==> src/rtl/evtimer_pkg.sv <==
package evtimer_pkg;
  localparam int BUS_AW = 8;
  localparam int BUS_DW = 32;

  localparam logic [BUS_AW-1:0] OFS_MATCH = 8'h00;
  localparam logic [BUS_AW-1:0] OFS_COUNT = 8'h04;
  localparam logic [BUS_AW-1:0] OFS_CTRL  = 8'h08;
  localparam logic [BUS_AW-1:0] OFS_CLEAR = 8'h0C;
  localparam logic [BUS_AW-1:0] OFS_LOCK  = 8'h20;
  localparam logic [BUS_AW-1:0] OFS_DIV   = 8'h34;

  typedef struct packed {
    logic zero_on_match;
    logic run;
  } ctrl_t;
endpackage

==> src/rtl/evtimer_regs.sv <==
module evtimer_regs
  import evtimer_pkg::*;
#(
  parameter int CNT_W = 32,
  parameter int DIV_W = 2
) (
  input  logic              clk,
  input  logic              rst_n,
  input  logic [BUS_AW-1:0] addr,
  input  logic [BUS_DW-1:0] wdata,
  input  logic              we,
  input  logic [CNT_W-1:0]  count,
  output logic [CNT_W-1:0]  match_q,
  output ctrl_t             ctrl_q,
  output logic [DIV_W-1:0]  div_q,
  output logic              lock_q,
  output logic              clear_pulse,
  output logic [BUS_DW-1:0] rdata
);
  logic wr_ok;
  logic unused_wbits;

  assign unused_wbits = ^wdata;
  assign wr_ok        = we && !lock_q;
  assign clear_pulse  = wr_ok && (addr == OFS_CLEAR);

  always_ff @(posedge clk or negedge rst_n) begin
    if (!rst_n) begin
      lock_q <= 1'b0;
    end else if (we && addr == OFS_LOCK) begin
      lock_q <= wdata[0];
    end
  end

  always_ff @(posedge clk or negedge rst_n) begin
    if (!rst_n) begin
      match_q <= '1;
      ctrl_q  <= '0;
      div_q   <= '0;
    end else if (wr_ok) begin
      case (addr)
        OFS_MATCH: match_q <= wdata[CNT_W-1:0];
        OFS_CTRL:  ctrl_q  <= ctrl_t'(wdata[1:0]);
        OFS_DIV:   div_q   <= wdata[DIV_W-1:0];
        default: ;
      endcase
    end
  end

  always_comb begin
    rdata = '0;
    case (addr)
      OFS_MATCH: rdata = BUS_DW'(match_q);
      OFS_COUNT: rdata = BUS_DW'(count);
      OFS_CTRL:  rdata = BUS_DW'(ctrl_q);
      OFS_LOCK:  rdata = BUS_DW'(lock_q);
      OFS_DIV:   rdata = BUS_DW'(div_q);
      default:   rdata = '0;
    endcase
  end
endmodule

==> src/rtl/evtimer_prescale.sv <==
module evtimer_prescale #(
  parameter int DIV_W = 2
) (
  input  logic             clk,
  input  logic             rst_n,
  input  logic             run,
  input  logic             restart,
  input  logic [DIV_W-1:0] code,
  output logic             tick
);
  logic [DIV_W-1:0] phase_q;

  assign tick = run && (phase_q == code);

  always_ff @(posedge clk or negedge rst_n) begin
    if (!rst_n) begin
      phase_q <= '0;
    end else if (restart || !run || phase_q == code) begin
      phase_q <= '0;
    end else begin
      phase_q <= phase_q + DIV_W'(1);
    end
  end
endmodule

==> src/rtl/evtimer_core.sv <==
module evtimer_core #(
  parameter int CNT_W = 32
) (
  input  logic             clk,
  input  logic             rst_n,
  input  logic             tick,
  input  logic             clear,
  input  logic             zero_on_match,
  input  logic [CNT_W-1:0] match,
  output logic [CNT_W-1:0] count_q,
  output logic             expire_q
);
  logic [CNT_W-1:0] next_cnt;
  logic             at_match;

  assign at_match = (count_q == match);
  assign next_cnt = (zero_on_match && at_match) ? '0 : count_q + CNT_W'(1);

  always_ff @(posedge clk or negedge rst_n) begin
    if (!rst_n) begin
      count_q  <= '0;
      expire_q <= 1'b0;
    end else if (clear) begin
      count_q  <= '0;
      expire_q <= 1'b0;
    end else if (tick) begin
      count_q  <= next_cnt;
      expire_q <= (next_cnt == match) && (next_cnt != count_q);
    end else begin
      expire_q <= 1'b0;
    end
  end
endmodule

==> src/rtl/evtimer_top.sv <==
module evtimer_top
  import evtimer_pkg::*;
#(
  parameter int CNT_W = 32,
  parameter int DIV_W = 2
) (
  input  logic        clk,
  input  logic        rst_n,
  input  logic [7:0]  bus_addr,
  input  logic [31:0] bus_wdata,
  input  logic        bus_we,
  output logic [31:0] bus_rdata,
  output logic        expire_o
);
  logic [CNT_W-1:0] count_q;
  logic [CNT_W-1:0] match_q;
  ctrl_t            ctrl_q;
  logic [DIV_W-1:0] div_q;
  logic             lock_q;
  logic             clear_pulse;
  logic             tick;
  logic             run;
  logic             clr_on;

  assign run    = ctrl_q.run;
  assign clr_on = ctrl_q.zero_on_match;

  evtimer_regs #(.CNT_W(CNT_W), .DIV_W(DIV_W)) u_regs (
    .clk(clk), .rst_n(rst_n), .addr(bus_addr), .wdata(bus_wdata), .we(bus_we),
    .count(count_q), .match_q(match_q), .ctrl_q(ctrl_q), .div_q(div_q),
    .lock_q(lock_q), .clear_pulse(clear_pulse), .rdata(bus_rdata)
  );

  evtimer_prescale #(.DIV_W(DIV_W)) u_pre (
    .clk(clk), .rst_n(rst_n), .run(run), .restart(clear_pulse),
    .code(div_q), .tick(tick)
  );

  evtimer_core #(.CNT_W(CNT_W)) u_core (
    .clk(clk), .rst_n(rst_n), .tick(tick), .clear(clear_pulse),
    .zero_on_match(clr_on), .match(match_q), .count_q(count_q),
    .expire_q(expire_o)
  );
endmodule

==> config.mk <==
export PLATFORM = sky130hd
export DESIGN_NAME = evtimer_top
export DESIGN_NICKNAME = d
export VERILOG_FILES = /design/src/rtl/evtimer_pkg.sv /design/src/rtl/evtimer_regs.sv /design/src/rtl/evtimer_prescale.sv /design/src/rtl/evtimer_core.sv /design/src/rtl/evtimer_top.sv
export SDC_FILE = /design/constraint.sdc
export NUM_CORES = 1
export LEC_CHECK = 0
export BUFFER_PORTS_ARGS = -buffer_cell sky130_fd_sc_hd__buf_2
export CAP_MARGIN = 0
export CORE_MARGIN = 2
export CORE_UTILIZATION = 40
export CTS_CLUSTER_DIAMETER = 50
export DETAILED_ROUTE_END_ITERATION = 8
export PLACE_DENSITY = 0.61
export SLEW_MARGIN = 30
export SYNTH_ARGS = -nofsm -noshare
export SYNTH_HDL_FRONTEND = slang
export SYNTH_HIERARCHICAL = 1
export SYNTH_SLANG_ARGS = --single-unit
==> constraint.sdc <==
create_clock -name clk -period 3.7 [get_ports clk]
set_input_delay 0.74 -clock clk [delete_from_list [all_inputs] [get_ports clk]]
set_output_delay 0.74 -clock clk [all_outputs]
set_load 0.1 [all_outputs]
==> results.cfg <==
[sta]
hold_viol_final = 0
fin_crit_ns = 3.36
fin_crit_sh_pct = 90.7
finalMaxSlewViolations = 0
setup_viol = 0
fin_tns_setup_ns = 0
fmax_mhz = 298
worst_slew_pin_slew_ns = 0.732
max_slew_margin_pct = 51.2
skew_ns = 0.00785
rsz0062_at_grt = false

[finish]
utilization_pct = 51.6
drive_above_1_share_pct = 31.2
synthToLayoutAreaGrowth_pct = 25.0
most-common-layout-cells = nand2_1, buf_2, xor2_1, nor2_1, a21oi_1
multi_input_area_mm2 = 0.00363
seqCellArea_mm2 = 0.00184
fin_area_mm2 = 0.00722
antenna_cells = 0
fillers = 1361
fin_nets = 757
final_common_cell = nand2_1

[floorplan]
start_util_pct = 41.3
die_y_um = 124
core.rowCount = 43
die_area_mm2 = 0.0154
top_level_ports = 76
die_x_um = 124
core_area_mm2 = 0.0140

[clock_network]
ctsRootBufferMaster = clkbuf_16
clk-insertion-delay-late_ns = 0.35
cts.sinks = 72
cts_buffer_depth = 2
cts_resized = 0
hold_buffers = 0
post_cts.repair.setup_buffers = 0
htreeDepth = 3
clk_pin_slew_ns = 0.06
cts_tree = built
cts_buffers = 9

[worst_setup_path]
cp_data_arrival_time_ns = 3.62
r2r-end = u_core/expire_q
r2r_cells = 8
crit_fanout = 14
rr_startpoint = u_core/count_q[5]
crit_type = flop to flop
cp.required_ns = 3.97
r2r_setup_slack_ns = 0.34
cp-start-kind = flop
cp-end-kind = flop

[worst_hold_path]
min_path_type = input port to asynchronous set/reset pin

[logic_synthesis]
synth-edff-count = 0
synthDominantCellAreaShare_pct = 17.3
async_flop_share_pct = 100
synthDistinctLibCells = 72
synth_seq_cells = 72
synth_seq_area_share_pct = 31.9
synth_area_leaders = dfrtp_1, dfstp_2, mux2_4
netlist_area_mm2 = 0.00578
synth_warnings = 6
ys.flop_type = dfrtp_1
syn_avg_cell_area_um2 = 9.05
synth_fp_nets = 682
synth_top_cell_by_area = dfrtp_1
netlist_instances = 638

[drt]
wl_per_cell_um = 24.3
drt_iter0_drc = 471
finalWirelength_um = 21900
avgViaCountPerCell = 6.21
drc = 0
first_pass_iters = 5
vias = 5576
antenna_left = 0

[placed_design]
post_dp_cell_area_mm2 = 0.00691
portBuffers = 75
hpwl_um = 16000
place_congestion = 1.03

[run]
maxCapViolations = 0

[power]
vdd_drop_max_mv = 0.285
total_power_mw = 3.42
p_per_area_mw_per_mm2 = 473
p_leak_nw = 2.92

[grt]
grt_max_degree = 40
track_usage_pct = 29.5
overflow = 0
antenna_found_initial = 0
grt_pass1_wl_um = 33500
grt_pass1_vias = 5610

[run_status]
outcome = finished, final reports clean
-- synthesized netlist by cell type (3+ instances only) --
cell / instances
nand2_1: 46
nor2_1: 45
xor2_1: 44
a21oi_1: 41
dfrtp_1: 40
nor4_1: 33
a22o_1: 32
dfstp_2: 32
mux2_4: 30
o21ai_0: 26
nor3_1: 24
clkbuf_1: 23
nand3_1: 20
buf_2: 17
xnor2_1: 17
nand4_1: 13
and3_1: 11
mux2_2: 10
buf_4: 9
nand3b_1: 9
inv_1: 8
nand2b_1: 7
or3_1: 7
o22ai_1: 6
or4_1: 6
a221o_1: 5
buf_6: 4
nor2b_1: 4
nor3b_1: 4
o211ai_1: 4
o21a_1: 4
nor4b_1: 3
or2_2: 3
-- routing by layer --
metal | GRT usage (%) | vias to the layer above | part of all wire [%]
met3 | 3.57 | 50 | 4.8
li1 | - | 2525 | -
met5 | 0 | - | 0
met2 | 46.9 | 213 | 47
met1 | 40.3 | 2788 | 45
met4 | 13.1 | 0 | 3.6
-- power breakdown --
group | internal (mW) | switching, mW
registers | 0.925 | 0.286
logic | 0.495 | 0.788
clock network | 0.557 | 0.367
total | 1.98 | 1.44
-- area by class of cell --
type / instances / share of cell area [%]
well taps: 180 / 3.12
clock buffers: 11 / 3.50
multi-input cells: 505 / 50.3
clock inverters: 5 / 0.762
flip-flops and latches: 72 / 25.5
inverters: 8 / 0.416
repair buffers: 117 / 16.4
-- state kept, by name, summed over array words and instances, names as in the netlist --
name / flops
u_core/count_q: 32
u_regs/match_q: 32
u_pre/phase_q: 2
u_regs/ctrl_q: 2
u_regs/div_q: 2
u_core/expire_q: 1
u_regs/lock_q: 1
-- worst max-delay path, stage by stage (launching register included) --
cell and delay [ns]:
dfrtp_1 0.64, nand4_4 0.23, or4_1 0.65, or4_4 0.58, xor2_1 0.40, o22ai_1 0.14
a211oi_1 0.28, o2111ai_1 0.17, nor3_2 0.19
-- how the worst max path moves through the flow --
| stage | slack (ns) | from | cells after the start | end |
|---|---|---|---|---|
| final | 0.34 | u_core/count_q[5] | 8 | u_core/expire_q |
| after global routing | 0.18 | u_core/count_q[5] | 8 | u_core/expire_q |
| after CTS | 0.39 | u_core/count_q[5] | 8 | u_core/expire_q |
| after detailed placement | 0.40 | u_core/count_q[1] | 9 | u_core/expire_q |
| after global placement | 0.39 | u_core/count_q[5] | 8 | u_core/expire_q |
| after floorplan | 0.18 | bus_addr[1] | 2 | bus_rdata[0] |
-- per-stage QoR --
step,setup WS [ns],instances,hold WS [ns]
2_1_floorplan,0.175,638,0.444
3_3_place_gp,0.393,882,0.481
3_5_place_dp,0.401,882,0.498
4_1_cts,0.386,898,0.454
5_1_grt,0.183,898,0.486
6_report,0.345,898,0.438
-- cells by family (layout without fill, tap and decap cells) --
kind of cell | Yosys count | count (layout) | synth area share, %
DFF | 72 | 72 | 31.9
xor gates and xnor gates | 63 | 63 | 10.0
adders and majority gates | 1 | 1 | 0.217
and+or+nand+nor | 260 | 260 | 26.2
muxes | 40 | 40 | 9.75
AOI/OAI and AO/OA | 141 | 141 | 16.5
buffers and inverters | 61 | 141 | 5.44
No activity file was read; power rests on OpenSTA's default activity.
